[src/rtl/jtag_tdr_pkg.sv]
package jtag_tdr_pkg;

  localparam int IR_W = 3;
  localparam int ID_W = 32;

  typedef enum logic [IR_W-1:0] {
    OP_EXTEST = 3'b000,
    OP_IDCODE = 3'b001,
    OP_SAMPLE = 3'b010,
    OP_CLAMP  = 3'b011,
    OP_HIGHZ  = 3'b100,
    OP_BYPASS = 3'b111
  } op_e;

  typedef enum logic [1:0] {
    DR_BYPASS = 2'd0,
    DR_IDENT  = 2'd1,
    DR_BSCAN  = 2'd2
  } dr_sel_e;

  typedef struct packed {
    logic    bs_drive;
    logic    pad_oe;
    dr_sel_e dr_sel;
  } ir_ctrl_t;

  // Unlisted opcodes fall to the bypass default.
  function automatic ir_ctrl_t decode_op(input logic [IR_W-1:0] op);
    ir_ctrl_t c;
    c = '{bs_drive: 1'b0, pad_oe: 1'b1, dr_sel: DR_BYPASS};
    case (op)
      OP_EXTEST: begin c.bs_drive = 1'b1; c.dr_sel = DR_BSCAN; end
      OP_SAMPLE: c.dr_sel = DR_BSCAN;
      OP_IDCODE: c.dr_sel = DR_IDENT;
      OP_CLAMP:  c.bs_drive = 1'b1;
      OP_HIGHZ:  c.pad_oe = 1'b0;
      default:   ;
    endcase
    return c;
  endfunction

endpackage

[src/rtl/jtag_ir_unit.sv]
module jtag_ir_unit
  import jtag_tdr_pkg::*;
(
  input  logic     tck,
  input  logic     rst,
  input  logic     st_tlr,
  input  logic     st_cap_ir,
  input  logic     st_shf_ir,
  input  logic     st_upd_ir,
  input  logic     tdi,
  output logic     ir_lsb,
  output ir_ctrl_t ctrl_q
);

  localparam logic [IR_W-1:0] CAP_PAT = {{(IR_W-2){1'b0}}, 2'b01};

  logic [IR_W-1:0] ir_sr;
  logic [IR_W-1:0] ir_act;

  always_ff @(posedge tck) begin
    if (rst) begin
      ir_sr <= '0;
    end else if (st_cap_ir) begin
      ir_sr <= CAP_PAT;
    end else if (st_shf_ir) begin
      ir_sr <= {tdi, ir_sr[IR_W-1:1]};
    end
  end

  // Active instruction and its registered decode move together.
  always_ff @(posedge tck) begin
    if (rst || st_tlr) begin
      ir_act <= OP_IDCODE;
      ctrl_q <= decode_op(OP_IDCODE);
    end else if (st_upd_ir) begin
      ir_act <= ir_sr;
      ctrl_q <= decode_op(ir_sr);
    end
  end

  assign ir_lsb = ir_sr[0];

  AST_TLR_IDCODE: assert property (@(posedge tck) disable iff (rst)
    st_tlr |=> (ir_act == OP_IDCODE));

  AST_CAPIR_PATTERN: assert property (@(posedge tck) disable iff (rst)
    st_cap_ir |=> (ir_sr == CAP_PAT));

  AST_IR_HOLD: assert property (@(posedge tck) disable iff (rst)
    (!st_upd_ir && !st_tlr) |=> $stable(ir_act));

endmodule

[src/rtl/jtag_id_reg.sv]
module jtag_id_reg
  import jtag_tdr_pkg::*;
#(
  parameter logic [3:0]  ID_REV  = 4'h0,
  parameter logic [15:0] ID_PART = 16'h0090,
  parameter logic [11:0] ID_MFR  = 12'h143
) (
  input  logic tck,
  input  logic rst,
  input  logic sel,
  input  logic cap,
  input  logic shf,
  input  logic tdi,
  output logic lsb
);

  localparam logic [ID_W-1:0] ID_VALUE = {ID_REV, ID_PART, ID_MFR[11:1], 1'b1};

  logic [ID_W-1:0] id_sr;

  always_ff @(posedge tck) begin
    if (rst) begin
      id_sr <= '0;
    end else if (sel && cap) begin
      id_sr <= ID_VALUE;
    end else if (sel && shf) begin
      id_sr <= {tdi, id_sr[ID_W-1:1]};
    end
  end

  assign lsb = id_sr[0];

  AST_ID_LOAD: assert property (@(posedge tck) disable iff (rst)
    (sel && cap) |=> (id_sr == ID_VALUE));

endmodule

[src/rtl/jtag_bypass_reg.sv]
module jtag_bypass_reg #(
  parameter int BYP_W = 1
) (
  input  logic tck,
  input  logic rst,
  input  logic cap,
  input  logic shf,
  input  logic tdi,
  output logic lsb
);

  logic [BYP_W-1:0] byp_q;

  generate
    if (BYP_W == 1) begin : g_single
      always_ff @(posedge tck) begin
        if (rst || cap) byp_q <= 1'b0;
        else if (shf)   byp_q <= tdi;
      end
    end else begin : g_multi
      always_ff @(posedge tck) begin
        if (rst || cap) byp_q <= '0;
        else if (shf)   byp_q <= {tdi, byp_q[BYP_W-1:1]};
      end
    end
  endgenerate

  assign lsb = byp_q[0];

  AST_BYP_CAPTURE_ZERO: assert property (@(posedge tck) disable iff (rst)
    cap |=> (byp_q == '0));

endmodule

[src/rtl/jtag_tdr_core.sv]
module jtag_tdr_core
  import jtag_tdr_pkg::*;
#(
  parameter logic [3:0]  ID_REV  = 4'h0,
  parameter logic [15:0] ID_PART = 16'h0090,
  parameter logic [11:0] ID_MFR  = 12'h143,
  parameter int          BYP_W   = 1
) (
  input  logic tck,
  input  logic rst,
  input  logic st_tlr,
  input  logic st_cap_ir,
  input  logic st_shf_ir,
  input  logic st_upd_ir,
  input  logic st_cap_dr,
  input  logic st_shf_dr,
  input  logic st_upd_dr,
  input  logic tdi,
  input  logic bs_so,
  output logic tdo,
  output logic tdo_oe,
  output logic bs_si,
  output logic bs_capture,
  output logic bs_shift,
  output logic bs_update,
  output logic bs_drive,
  output logic pad_oe
);

  ir_ctrl_t ctrl;
  logic     ir_lsb;
  logic     id_lsb;
  logic     byp_lsb;
  logic     dr_lsb;
  logic     sel_id;
  logic     sel_bs;

  jtag_ir_unit u_ir (
    .tck       (tck),
    .rst       (rst),
    .st_tlr    (st_tlr),
    .st_cap_ir (st_cap_ir),
    .st_shf_ir (st_shf_ir),
    .st_upd_ir (st_upd_ir),
    .tdi       (tdi),
    .ir_lsb    (ir_lsb),
    .ctrl_q    (ctrl)
  );

  assign sel_id = (ctrl.dr_sel == DR_IDENT);
  assign sel_bs = (ctrl.dr_sel == DR_BSCAN);

  jtag_id_reg #(
    .ID_REV  (ID_REV),
    .ID_PART (ID_PART),
    .ID_MFR  (ID_MFR)
  ) u_id (
    .tck (tck),
    .rst (rst),
    .sel (sel_id),
    .cap (st_cap_dr),
    .shf (st_shf_dr),
    .tdi (tdi),
    .lsb (id_lsb)
  );

  jtag_bypass_reg #(.BYP_W(BYP_W)) u_byp (
    .tck (tck),
    .rst (rst),
    .cap (st_cap_dr),
    .shf (st_shf_dr),
    .tdi (tdi),
    .lsb (byp_lsb)
  );

  always_comb begin
    case (ctrl.dr_sel)
      DR_IDENT: dr_lsb = id_lsb;
      DR_BSCAN: dr_lsb = bs_so;
      default:  dr_lsb = byp_lsb;
    endcase
  end

  assign bs_si      = tdi;
  assign bs_capture = st_cap_dr && sel_bs;
  assign bs_shift   = st_shf_dr && sel_bs;
  assign bs_update  = st_upd_dr && sel_bs;
  assign bs_drive   = ctrl.bs_drive;
  assign pad_oe     = ctrl.pad_oe;

  always_ff @(negedge tck) begin
    if (rst) begin
      tdo    <= 1'b0;
      tdo_oe <= 1'b0;
    end else begin
      tdo_oe <= st_shf_ir || st_shf_dr;
      if (st_shf_ir)      tdo <= ir_lsb;
      else if (st_shf_dr) tdo <= dr_lsb;
    end
  end

  AST_TDO_OE_WINDOW: assert property (@(posedge tck) disable iff (rst)
    tdo_oe == (st_shf_ir || st_shf_dr));

  AST_HIGHZ_NO_DRIVE: assert property (@(posedge tck) disable iff (rst)
    !pad_oe |-> !bs_drive);

endmodule

[config.mk]
export PLATFORM = sky130hd
export DESIGN_NAME = jtag_tdr_core
export DESIGN_NICKNAME = d
export VERILOG_FILES = /design/src/rtl/jtag_tdr_pkg.sv /design/src/rtl/jtag_ir_unit.sv /design/src/rtl/jtag_id_reg.sv /design/src/rtl/jtag_bypass_reg.sv /design/src/rtl/jtag_tdr_core.sv
export SDC_FILE = /design/constraint.sdc
export NUM_CORES = 1
export LEC_CHECK = 0
export BUFFER_PORTS_ARGS = -buffer_cell sky130_fd_sc_hd__buf_2
export CAP_MARGIN = 10
export CORE_ASPECT_RATIO = 0.5
export CORE_MARGIN = 4
export CORE_UTILIZATION = 56
export CTS_CLUSTER_SIZE = 28
export DETAILED_ROUTE_END_ITERATION = 7
export PLACE_DENSITY = 0.74
export SYNTH_ARGS = -nofsm -noshare
export SYNTH_HDL_FRONTEND = slang
export SYNTH_SLANG_ARGS = --single-unit
[constraint.sdc]
create_clock -name tck -period 1.57 [get_ports tck]
set_input_delay 0.157 -clock tck [delete_from_list [all_inputs] [get_ports tck]]
set_output_delay 0.157 -clock tck [all_outputs]
set_load 0.01 [all_outputs]
---- Yosys cells after proc, flatten, opt, wreduce, memory -nomap -nowiden ----
Index checks and enable logic that the tools add are counted.
storage, ports and cells
  input bits .............................. 11
  register bits after elaboration ......... 42
  output and inout bits ................... 8
operators by class
  reduce and logical (&&, ||, !) cells .... 16
  muxes and demuxes ....................... 10
  equal/unequal tests ..................... 6
operator list
  kind                  count
  $mux W20              2
  $reduce_or A2 Y1      4
  $eq A3 B2 Y1 const B  2
  $mux W1               6
  $reduce_bool A2 Y1    3
  $logic_and A1 B1 Y1   5
  $pmux W2 S2           1
  $eq A3 B1 Y1 const B  1
  $eq A3 B3 Y1 const B  1
  $logic_not A3 Y1      1
  $logic_or A1 B1 Y1    3
  $eq A2 B1 Y1 const B  1
  $eq A2 B2 Y1 const B  1
  $pmux W1 S2           1

---- Logic depth before layout (Yosys ltp) ----
Gate-level depths: netlist of the first run.
  depth after elaboration ................. 4
  depth in mapped cells ................... 7
  depth with buffers taken out ............ 5

---- Modules after synthesis ----
From an unflattened synthesis of the first run, not the netlist that was laid out.
unflattened totals
  cell total of the unflattened synthesis .. 156
  area, all modules ....................... 1,680.4 um2
modules (own cells, without submodules)
  module           instances  area each (um2)  cells an instance
  jtag_id_reg      1          1,196.1          107
  jtag_ir_unit     1          287.8            27
  jtag_tdr_core    1          156.4            19
  jtag_bypass_reg  1          40.0             3

==> summary.md, run 1 <==
| Metric | Value |
|---|---|
| Aggregate global-route resource usage | 18.0% |
| CTS Buf Count | 5 |
| Count of yosys warnings during synthesis | 0 |
| Leakage power summed over all cells | 0.729 nW |
| Final routed DRC violation total | 0 |
| Floorplan die area | 3860 sq um |
| Final count of hold timing violations | 0 |
| Detailed Routing Iterations Pass 1 | 4 |
| Initial antenna violation count | 0 |
| Remaining max-slew budget at the tightest pin | 82.4% |
| Placed Area | 1790 sq um |
| Async SR Flop Fraction | 0% |
| # Max-Cap Violations | 0 |
| Post-Route Skew | 62.5 ps |
| Synth top area share | 52.0% |
| Netlist area before placement | 1620 sq um |
| Violation count after the first detailed-routing iteration | 92 |
| Post-CTS Setup Repair Bufs | 0 |
| Number of H-tree levels | 2 |
| Worst-skew pair later-pin latency | 350 ps |
| Total Nets Final | 229 |
| Final worst setup slack | -318 ps |
| Syn_nets | 205 |
| Result of the run | finished, violations left |
| Placement-stage worst setup slack | -396 ps |
| CP Data Required Time | 1030 ps |
| Horizontal die dimension | 84.0 um |
| Overall power of the completed layout | 2.29 mW |
| Detail Route Antenna Nets | 0 |
| Top library cells by usage in the layout, fill and taps aside | sky130_fd_sc_hd__nand2_1 (52), sky130_fd_sc_hd__dfxtp_1 (40), sky130_fd_sc_hd__a21oi_1 (26) |
| Final weighted congestion in routability-driven placement | 0.733 |
| Total I/O pin count | 19 |
| Post-cts hold buffer count | 0 |
| Most area-consuming cells after synthesis | sky130_fd_sc_hd__dfxtp_1 (52%), sky130_fd_sc_hd__nand2_1 (12%), sky130_fd_sc_hd__a21oi_1 (8.0%), sky130_fd_sc_hd__nor2_1 (2.8%), sky130_fd_sc_hd__nor3_1 (2.5%) |
| Fraction of the yosys area taken by sequential cells | 52.0% |
| Max-slew violation count | 0 |
| Layout area overhead | 19.4% |
| Fraction of final layout cells with drive strength greater than 1 | 21.7% |
| Arrival time of the worst setup path | 1350 ps |
| Number of global-route vias before repair | 1149 |
| Most common library cell in the layout ignoring fill and taps | sky130_fd_sc_hd__nand2_1 |
| Clk root buf | sky130_fd_sc_hd__clkbuf_8 |
| Highest fanout seen on the critical path | 2 |
| Average size of a mapped cell | 8.43 sq um |
| Violated checks | setup timing |
| Antenna diode count | 0 |
| Die extent in y | 46.0 um |
| Ratio of total power to cell area | 1190 nW/um^2 |
| Effective utilization at floorplan | 60.6% |
| Half-perimeter wire length after placement | 1.95 mm |
| Transition time at the pin with the least slew margin | 263 ps |
| Unique cell type count in the Yosys netlist | 30 |
| Via count | 1298 |
| Synth Register Bits | 42 |
| Classification of the worst-slack hold path | in -> reg |
| Leftover overflow at the end of global routing | 0 |
| First-pass GRT wire length | 5.38 mm |
| Max rail drop VDD | 0.928 mV |
| Area of all placed cells without fillers | 1930 sq um |
| Setup Viol. Count Final | 3 |
| Clk pin slew, worst setup/hold paths | 80 ps |
| Sinks on the clock net | 42 |
| Post-synth EDFFs | 0 |
| Cells after Synth | 192 |
| Wire length per cell after detailed routing | 11.7 um |
| # rows | 13 |
| Quantity of I/O buffers inserted on ports | 18 |
| Unrepaired setup endpoints after global routing | yes |
| Area leader, netlist | sky130_fd_sc_hd__dfxtp_1 |
| CP endpoint kind | flip-flop |
| Vias per std cell | 5.11 |
| Cell Count, Final, Fillers Out | 254 |
| Total wire length | 2.98 mm |
| CTS tree | done |
| Clock Path Buffers | 2 |
| Critical path type | reg -> reg |
| Core region area | 2670 sq um |
| Ys flop type | sky130_fd_sc_hd__dfxtp_1 |
| Utilization after layout | 72.4% |
| CP startpoint kind | flip-flop |
| Number of instances in the placed design | 245 |
| Pin count of the biggest net entering global routing | 28 |
[power breakdown]
part	internal, mW	switching, mW	total (mW)	leakage (nW)
registers	1.10	0.0191	1.12	0.342
clock network	0.577	0.394	0.971	0.0732
logic	0.0859	0.120	0.206	0.313
total	1.76	0.533	2.29	0.729
[worst paths after layout]
| path | endpoint | depth (start not counted) | slack [ps] | from |
|---|---|---|---|---|
| max | tdo$_SDFFE_NP0P_ | 5 | -320 | u_ir.ctrl_q[0]$_SDFFE_PP1P_ |
| min | u_ir.ctrl_q[1]$_SDFFE_PP0P_ | 2 | 50 | st_tlr |
| max reg2reg | tdo$_SDFFE_NP0P_ | 5 | -320 | u_ir.ctrl_q[0]$_SDFFE_PP1P_ |
| min reg2reg | u_id.id_sr[2]$_SDFFE_PP0N_ | 2 | 450 | u_id.id_sr[3]$_SDFFE_PP0N_ |
[synthesized netlist by cell type, drive strengths merged (2+ instances only)]
| cell | instances |
|---|---|
| a31oi | 2 |
| nor2b | 3 |
| o22ai | 5 |
| a21oi | 26 |
| ha | 2 |
| dfxtp | 42 |
| buf | 12 |
| nand2 | 54 |
| inv | 6 |
| and2 | 4 |
| nor3 | 8 |
| mux2i | 3 |
| nor2 | 12 |
[critical path, stage by stage (launching register included)]
cell                        delay, ps
sky130_fd_sc_hd__dfxtp_4          380
sky130_fd_sc_hd__inv_4             40
sky130_fd_sc_hd__ha_4             260
sky130_fd_sc_hd__nand2_2           40
sky130_fd_sc_hd__o2111a_1         140
sky130_fd_sc_hd__a2111oi_2        190
[what timing repair did]
item,4_1_cts,5_1_grt
pin swaps,1,0
setup endpoints to repair,3,3
gates resized for setup,1,2
[final cells by class]
type	count	area, sq um
multi-input cells	131	694
flip-flops and latches	42	846
repair buffers	29	185
fillers	221	736
inverters	5	21.3
well taps	37	46.3
clock inverters	4	45.0
clock buffers	6	93.8
[logic make-up (layout without fill, tap and decap cells)]
group	Yosys count	in the layout	synth area share, %
and+or+nand+nor	84	84	22.0
AOI/OAI and AO/OA	41	41	15.3
DFF	42	42	52.0
muxes	3	3	1.86
xor gates and xnor gates	1	1	0.541
buffers and inverters	19	44	6.80
adders and majority gates	2	2	1.55
[stage by stage]
step | hold slack, ps | TNS [ps]
3_3_place_gp | 354 | -330
3_5_place_dp | 355 | -396
5_1_grt | 50.3 | -737
4_1_cts | 47.5 | -658
6_report | 53.8 | -610
2_1_floorplan | 226 | -308
[sequential cells by signal, indices dropped and copies added (netlist names)]
| register | flops |
|---|---|
| tdo | 1 |
| tdo_oe | 1 |
| u_ir.ctrl_q | 4 |
| u_id.id_sr | 32 |
| u_ir.ir_sr | 3 |
| u_byp.lsb | 1 |
[layer usage]
metal	track usage, %	up-vias	routed length [um]
met2	28.9	25	1320
met4	6.73	0	17
li1	-	678	-
met1	23.3	593	1490
met3	5.60	2	146
met5	0	-	0
Note: power is estimated with default switching activity, not from simulation.
==> inputs of run 2 (changes only) <==
--- a/config.mk
+++ b/config.mk
@@ -5,7 +5,7 @@
 export SDC_FILE = /design/constraint.sdc
 export NUM_CORES = 1
 export LEC_CHECK = 0
-export BUFFER_PORTS_ARGS = -buffer_cell sky130_fd_sc_hd__buf_2
+export BUFFER_PORTS_ARGS = -buffer_cell sky130_fd_sc_hd__buf_4
 export CAP_MARGIN = 10
 export CORE_ASPECT_RATIO = 0.5
 export CORE_MARGIN = 4
==> run 2 against run 1 <==
Compared with the run above: the flow still finishes with violations (setup timing); total power down 9.6%; clock skew about the same; design area up 0.32%; count of clock-buffer cells in the layout unchanged; register-to-register slack about the same; sequential share of layout area down 0.21 points; global-route usage down 1.2 points; sequential cell count unchanged; largest cell class unchanged.
==> summary.md, run 2 (synthesis gave the netlist of run 1 again) <==
| Metric | Value |
|---|---|
| Antenna diode count | 0 |
| Largest register FFs | 32 |
| Post-cts hold buffer count | 0 |
| Most flop-heavy register | u_id.id_sr |
| Highest fanout seen on the critical path | 2 |
| Horizontal die dimension | 84.0 um |
| # Max-Cap Violations | 0 |
| Ratio of total power to cell area | 1070 nW/um^2 |
| Total I/O pin count | 19 |
| Leftover overflow at the end of global routing | 0 |
| Via count | 1280 |
| CTS tree | done |
| Final count of hold timing violations | 0 |
| Total Negative Setup Slacks | -610 ps |
| Quantity of I/O buffers inserted on ports | 18 |
| Area taken by multi-input logic gates | 692 sq um |
| Aggregate global-route resource usage | 16.7% |
| Transition time at the pin with the least slew margin | 261 ps |
| Sinks on the clock net | 42 |
| Violation count after the first detailed-routing iteration | 74 |
| Half-perimeter wire length after placement | 1.99 mm |
| Max rail drop VDD | 0.768 mV |
| Utilization after layout | 72.7% |
| FF/Latch Area | 845 sq um |
| Final weighted congestion in routability-driven placement | 0.682 |
| Die extent in y | 46.0 um |
| Wire length per cell after detailed routing | 11.3 um |
| Cell Count, Final, Fillers Out | 254 |
| Setup Viol. Count Final | 3 |
| # rows | 13 |
| CP startpoint kind | flip-flop |
| Vias per std cell | 5.04 |
| Total wire length | 2.86 mm |
| Overall power of the completed layout | 2.07 mW |
| Number of global-route vias before repair | 1143 |
| Classification of the worst-slack hold path | in -> reg |
| Clock Path Buffers | 2 |
| Result of the run | finished, violations left |
| Detail Route Antenna Nets | 0 |
| Clk pin slew, worst setup/hold paths | 80 ps |
| Floorplan die area | 3860 sq um |
| Remaining max-slew budget at the tightest pin | 82.6% |
| Layout area overhead | 19.8% |
| Placement-stage worst setup slack | -371 ps |
| Pin count of the biggest net entering global routing | 28 |
| First-pass GRT wire length | 5.04 mm |
| Number of instances in the placed design | 245 |
| Total Nets Final | 229 |
| Top library cells by usage in the layout, fill and taps aside | sky130_fd_sc_hd__nand2_1 (53), sky130_fd_sc_hd__dfxtp_1 (39), sky130_fd_sc_hd__buf_4 (27) |
| Count of filler cells inserted in the layout | 232 |
| Leakage power summed over all cells | 0.733 nW |
| Final worst setup slack | -323 ps |
| Fraction of final layout cells with drive strength greater than 1 | 21.2% |
| Detailed Routing Iterations Pass 1 | 4 |
| CP endpoint kind | flip-flop |
| Regs by FF count | u_id.id_sr x32, u_ir.ctrl_q x4, u_ir.ir_sr x3 |
| Most common library cell in the layout ignoring fill and taps | sky130_fd_sc_hd__nand2_1 |
| CTS Buf Count | 5 |
| Post-CTS Setup Repair Bufs | 0 |
| Initial antenna violation count | 0 |
| Arrival time of the worst setup path | 1350 ps |
| Critical path type | reg -> reg |
| Worst-skew pair later-pin latency | 340 ps |
| Violated checks | setup timing |
| Effective utilization at floorplan | 60.6% |
| Core region area | 2670 sq um |
| CP Data Required Time | 1020 ps |
| Max-slew violation count | 0 |
| Post-Route Skew | 62.3 ps |
| Final routed DRC violation total | 0 |
| Unrepaired setup endpoints after global routing | yes |
| Clk root buf | sky130_fd_sc_hd__clkbuf_8 |
| Number of H-tree levels | 2 |
-- run 2: worst paths after layout --
check,startpoint,to,slack [ps],cells past startpoint
max reg2reg,u_ir.ctrl_q[0]$_SDFFE_PP1P_,tdo$_SDFFE_NP0P_,-320,4
min reg2reg,u_id.id_sr[3]$_SDFFE_PP0N_,u_id.id_sr[2]$_SDFFE_PP0N_,450,2
max,u_ir.ctrl_q[0]$_SDFFE_PP1P_,tdo$_SDFFE_NP0P_,-320,4
min,st_tlr,u_ir.ctrl_q[1]$_SDFFE_PP0P_,40,2
-- run 2: power by group --
group          leakage, nW  internal [mW]  switching (mW)
combinational        0.326         0.0966           0.117
sequential           0.342           1.10          0.0198
clock               0.0644          0.395           0.347
-- run 2: area by class of cell --
cell class              count  share of cell area (%)
clock buffers               6                    3.74
clock inverters             4                    1.55
flip-flops and latches     42                    43.6
repair buffers             29                    12.1
well taps                  37                    2.39
multi-input cells         131                    35.7
inverters                   5                   0.968
-- run 2: routing by layer --
| metal | track usage (%) | vias to the layer above | routed length, um |
|---|---|---|---|
| li1 | - | 678 | - |
| met1 | 20.8 | 575 | 1450 |
| met2 | 27.6 | 25 | 1220 |
| met3 | 6.68 | 2 | 172 |
| met4 | 4.81 | 0 | 15 |
| met5 | 0 | - | 0 |
-- run 2: stage by stage --
step | hold WS (ps) | area [sq um]
after CTS | 34.6 | 1940
after global placement | 339 | 1830
after global routing | 40.2 | 1940
after floorplan | 226 | 1650
after detailed placement | 339 | 1830
final | 37.5 | 1940
-- run 2: worst max-delay path, cell delays in order, from the launching register on --
cell and delay (ps):
sky130_fd_sc_hd__dfxtp_2 370, sky130_fd_sc_hd__inv_2 60, sky130_fd_sc_hd__ha_4 210, sky130_fd_sc_hd__o2111a_1 240
sky130_fd_sc_hd__a2111oi_2 190
-- run 2: timing repair --
action	CTS	global route
endpoints found under the setup margin	3	3
resized for setup	1	1
pin swaps	1	0
==> inputs of run 3 (changes only) <==
--- a/config.mk
+++ b/config.mk
@@ -16,3 +16,4 @@
 export SYNTH_ARGS = -nofsm -noshare
 export SYNTH_HDL_FRONTEND = slang
 export SYNTH_SLANG_ARGS = --single-unit
+export TNS_END_PERCENT = 20
==> run 3 against run 2 <==
Compared with the run above: the run still ends with setup timing left; clock skew did not move; sequential power barely moved; sequential cell count did not move; critical endpoint unchanged; cell count did not move; hold slack did not move; critical path depth did not move.
==> summary.md, run 3 (synthesis gave the netlist of run 1 again) <==
| Metric | Value |
|---|---|
| Post-CTS Setup Repair Bufs | 0 |
| Wire length per cell after detailed routing | 11.3 um |
| Count of filler cells inserted in the layout | 232 |
| Setup Viol. Count Final | 3 |
| First-pass GRT wire length | 5.04 mm |
| Aggregate global-route resource usage | 16.7% |
| # rows | 13 |
| Violation count after the first detailed-routing iteration | 74 |
| Max-slew violation count | 0 |
| Leakage power summed over all cells | 0.733 nW |
| Half-perimeter wire length after placement | 1.99 mm |
| # Max-Cap Violations | 0 |
| CTS Buf Count | 5 |
| Clock Path Buffers | 2 |
| Quantity of I/O buffers inserted on ports | 18 |
| Horizontal die dimension | 84.0 um |
| Max rail drop VDD | 0.768 mV |
| Total Nets Final | 229 |
| Placement-stage worst setup slack | -371 ps |
| Critical path type | reg -> reg |
| Number of global-route vias before repair | 1142 |
| Total wire length | 2.86 mm |
| Violated checks | setup timing |
| Total Negative Setup Slacks | -610 ps |
| Unrepaired setup endpoints after global routing | yes |
| Initial antenna violation count | 0 |
| Effective utilization at floorplan | 60.6% |
| Arrival time of the worst setup path | 1350 ps |
| Count of buffer and inverter cells on the critical path | 1 |
| Transition time at the pin with the least slew margin | 261 ps |
| Most flop-heavy register | u_id.id_sr |
| CTS tree | done |
| Post-Route Skew | 62.3 ps |
| Core region area | 2670 sq um |
| Detail Route Antenna Nets | 0 |
| Final count of hold timing violations | 0 |
| Clk root buf | sky130_fd_sc_hd__clkbuf_8 |
| Slowest Stage Delay on Critical Path | 370 ps |
| Classification of the worst-slack hold path | in -> reg |
| Regs by FF count | u_id.id_sr x32, u_ir.ctrl_q x4, u_ir.ir_sr x3 |
| Number of H-tree levels | 2 |
| CP Data Required Time | 1020 ps |
| Final worst setup slack | -323 ps |
| Leftover overflow at the end of global routing | 0 |
| Result of the run | finished, violations left |
| Clk pin slew, worst setup/hold paths | 80 ps |
| CP startpoint kind | flip-flop |
| Total I/O pin count | 19 |
| Remaining max-slew budget at the tightest pin | 82.6% |
| Antenna diode count | 0 |
| Worst-skew pair later-pin latency | 340 ps |
| Post-cts hold buffer count | 0 |
| Fraction of final layout cells with drive strength greater than 1 | 21.2% |
| Final routed DRC violation total | 0 |
| Ratio of total power to cell area | 1070 nW/um^2 |
| Final weighted congestion in routability-driven placement | 0.682 |
| Largest register FFs | 32 |
| CP endpoint kind | flip-flop |
| Critical path, cell by cell | inv_2 -> ha_4 -> o2111a_1 -> a2111oi_2 |
| Detailed Routing Iterations Pass 1 | 4 |
| Floorplan die area | 3860 sq um |
| Family with the most delay on the worst path | compound AO/OA/AOI/OAI gates |
| Pin count of the biggest net entering global routing | 28 |
| Most common library cell in the layout ignoring fill and taps | sky130_fd_sc_hd__nand2_1 |
| Highest fanout seen on the critical path | 2 |
| Die extent in y | 46.0 um |
| Vias per std cell | 5.04 |
| Slowest-stage cell, CP | sky130_fd_sc_hd__dfxtp_2 |
| Layout area overhead | 19.8% |
| Top library cells by usage in the layout, fill and taps aside | sky130_fd_sc_hd__nand2_1 (53), sky130_fd_sc_hd__dfxtp_1 (39), sky130_fd_sc_hd__buf_4 (27) |
| Sinks on the clock net | 42 |
| Via count | 1280 |
[run 3: cell counts in the layout (fill, tap and decap cells not counted)]
Identical to the previous run, type by type.
[run 3: where the power goes]
part | switching (mW) | internal (mW) | total [mW] | leakage [nW]
clock network | 0.347 | 0.395 | 0.741 | 0.0644
registers | 0.0198 | 1.10 | 1.12 | 0.342
logic | 0.117 | 0.0966 | 0.214 | 0.326
[run 3: worst paths after layout]
check	startpoint	end	slack (ps)	cells after the start
max	u_ir.ctrl_q[0]$_SDFFE_PP1P_	tdo$_SDFFE_NP0P_	-320	4
min	st_tlr	u_ir.ctrl_q[1]$_SDFFE_PP0P_	40	2
max reg2reg	u_ir.ctrl_q[0]$_SDFFE_PP1P_	tdo$_SDFFE_NP0P_	-320	4
min reg2reg	u_id.id_sr[3]$_SDFFE_PP0N_	u_id.id_sr[2]$_SDFFE_PP0N_	450	2
[run 3: repair_timing]
action | CTS | global route
pin swaps | 1 | 0
endpoints found under the setup margin | 3 | 3
resized for setup | 1 | 1
cloned | 0 | 0
[run 3: cell type report]
| class | instances | area (sq um) | share of cell area [%] |
|---|---|---|---|
| clock buffers | 6 | 72.6 | 3.74 |
| clock inverters | 4 | 30.0 | 1.55 |
| inverters | 5 | 18.8 | 0.968 |
| multi-input cells | 131 | 692 | 35.7 |
| flip-flops and latches | 42 | 845 | 43.6 |
| well taps | 37 | 46.3 | 2.39 |
| repair buffers | 29 | 234 | 12.1 |
[run 3: stage by stage]
step / power [mW] / hold slack [ps] / area [sq um] / instances / utilization, %
6_report: 2.07 / 37.5 / 1940 / 254 / 72.7
5_1_grt: 2.18 / 40.2 / 1940 / 254 / 72.7
4_1_cts: 2.10 / 34.6 / 1940 / 254 / 72.6
3_5_place_dp: 1.37 / 339 / 1830 / 245 / 68.8
3_3_place_gp: 1.36 / 339 / 1830 / 245 / 68.8
2_1_floorplan: 1.29 / 226 / 1650 / 192 / -
[run 3: per-layer routing]
| layer | GRT usage [%] | wire length, um | vias up |
|---|---|---|---|
| met5 | 0 | 0 | - |
| met4 | 4.81 | 15 | 0 |
| met3 | 6.68 | 172 | 2 |
| met2 | 27.6 | 1220 | 25 |
| met1 | 20.8 | 1450 | 575 |
| li1 | - | - | 678 |
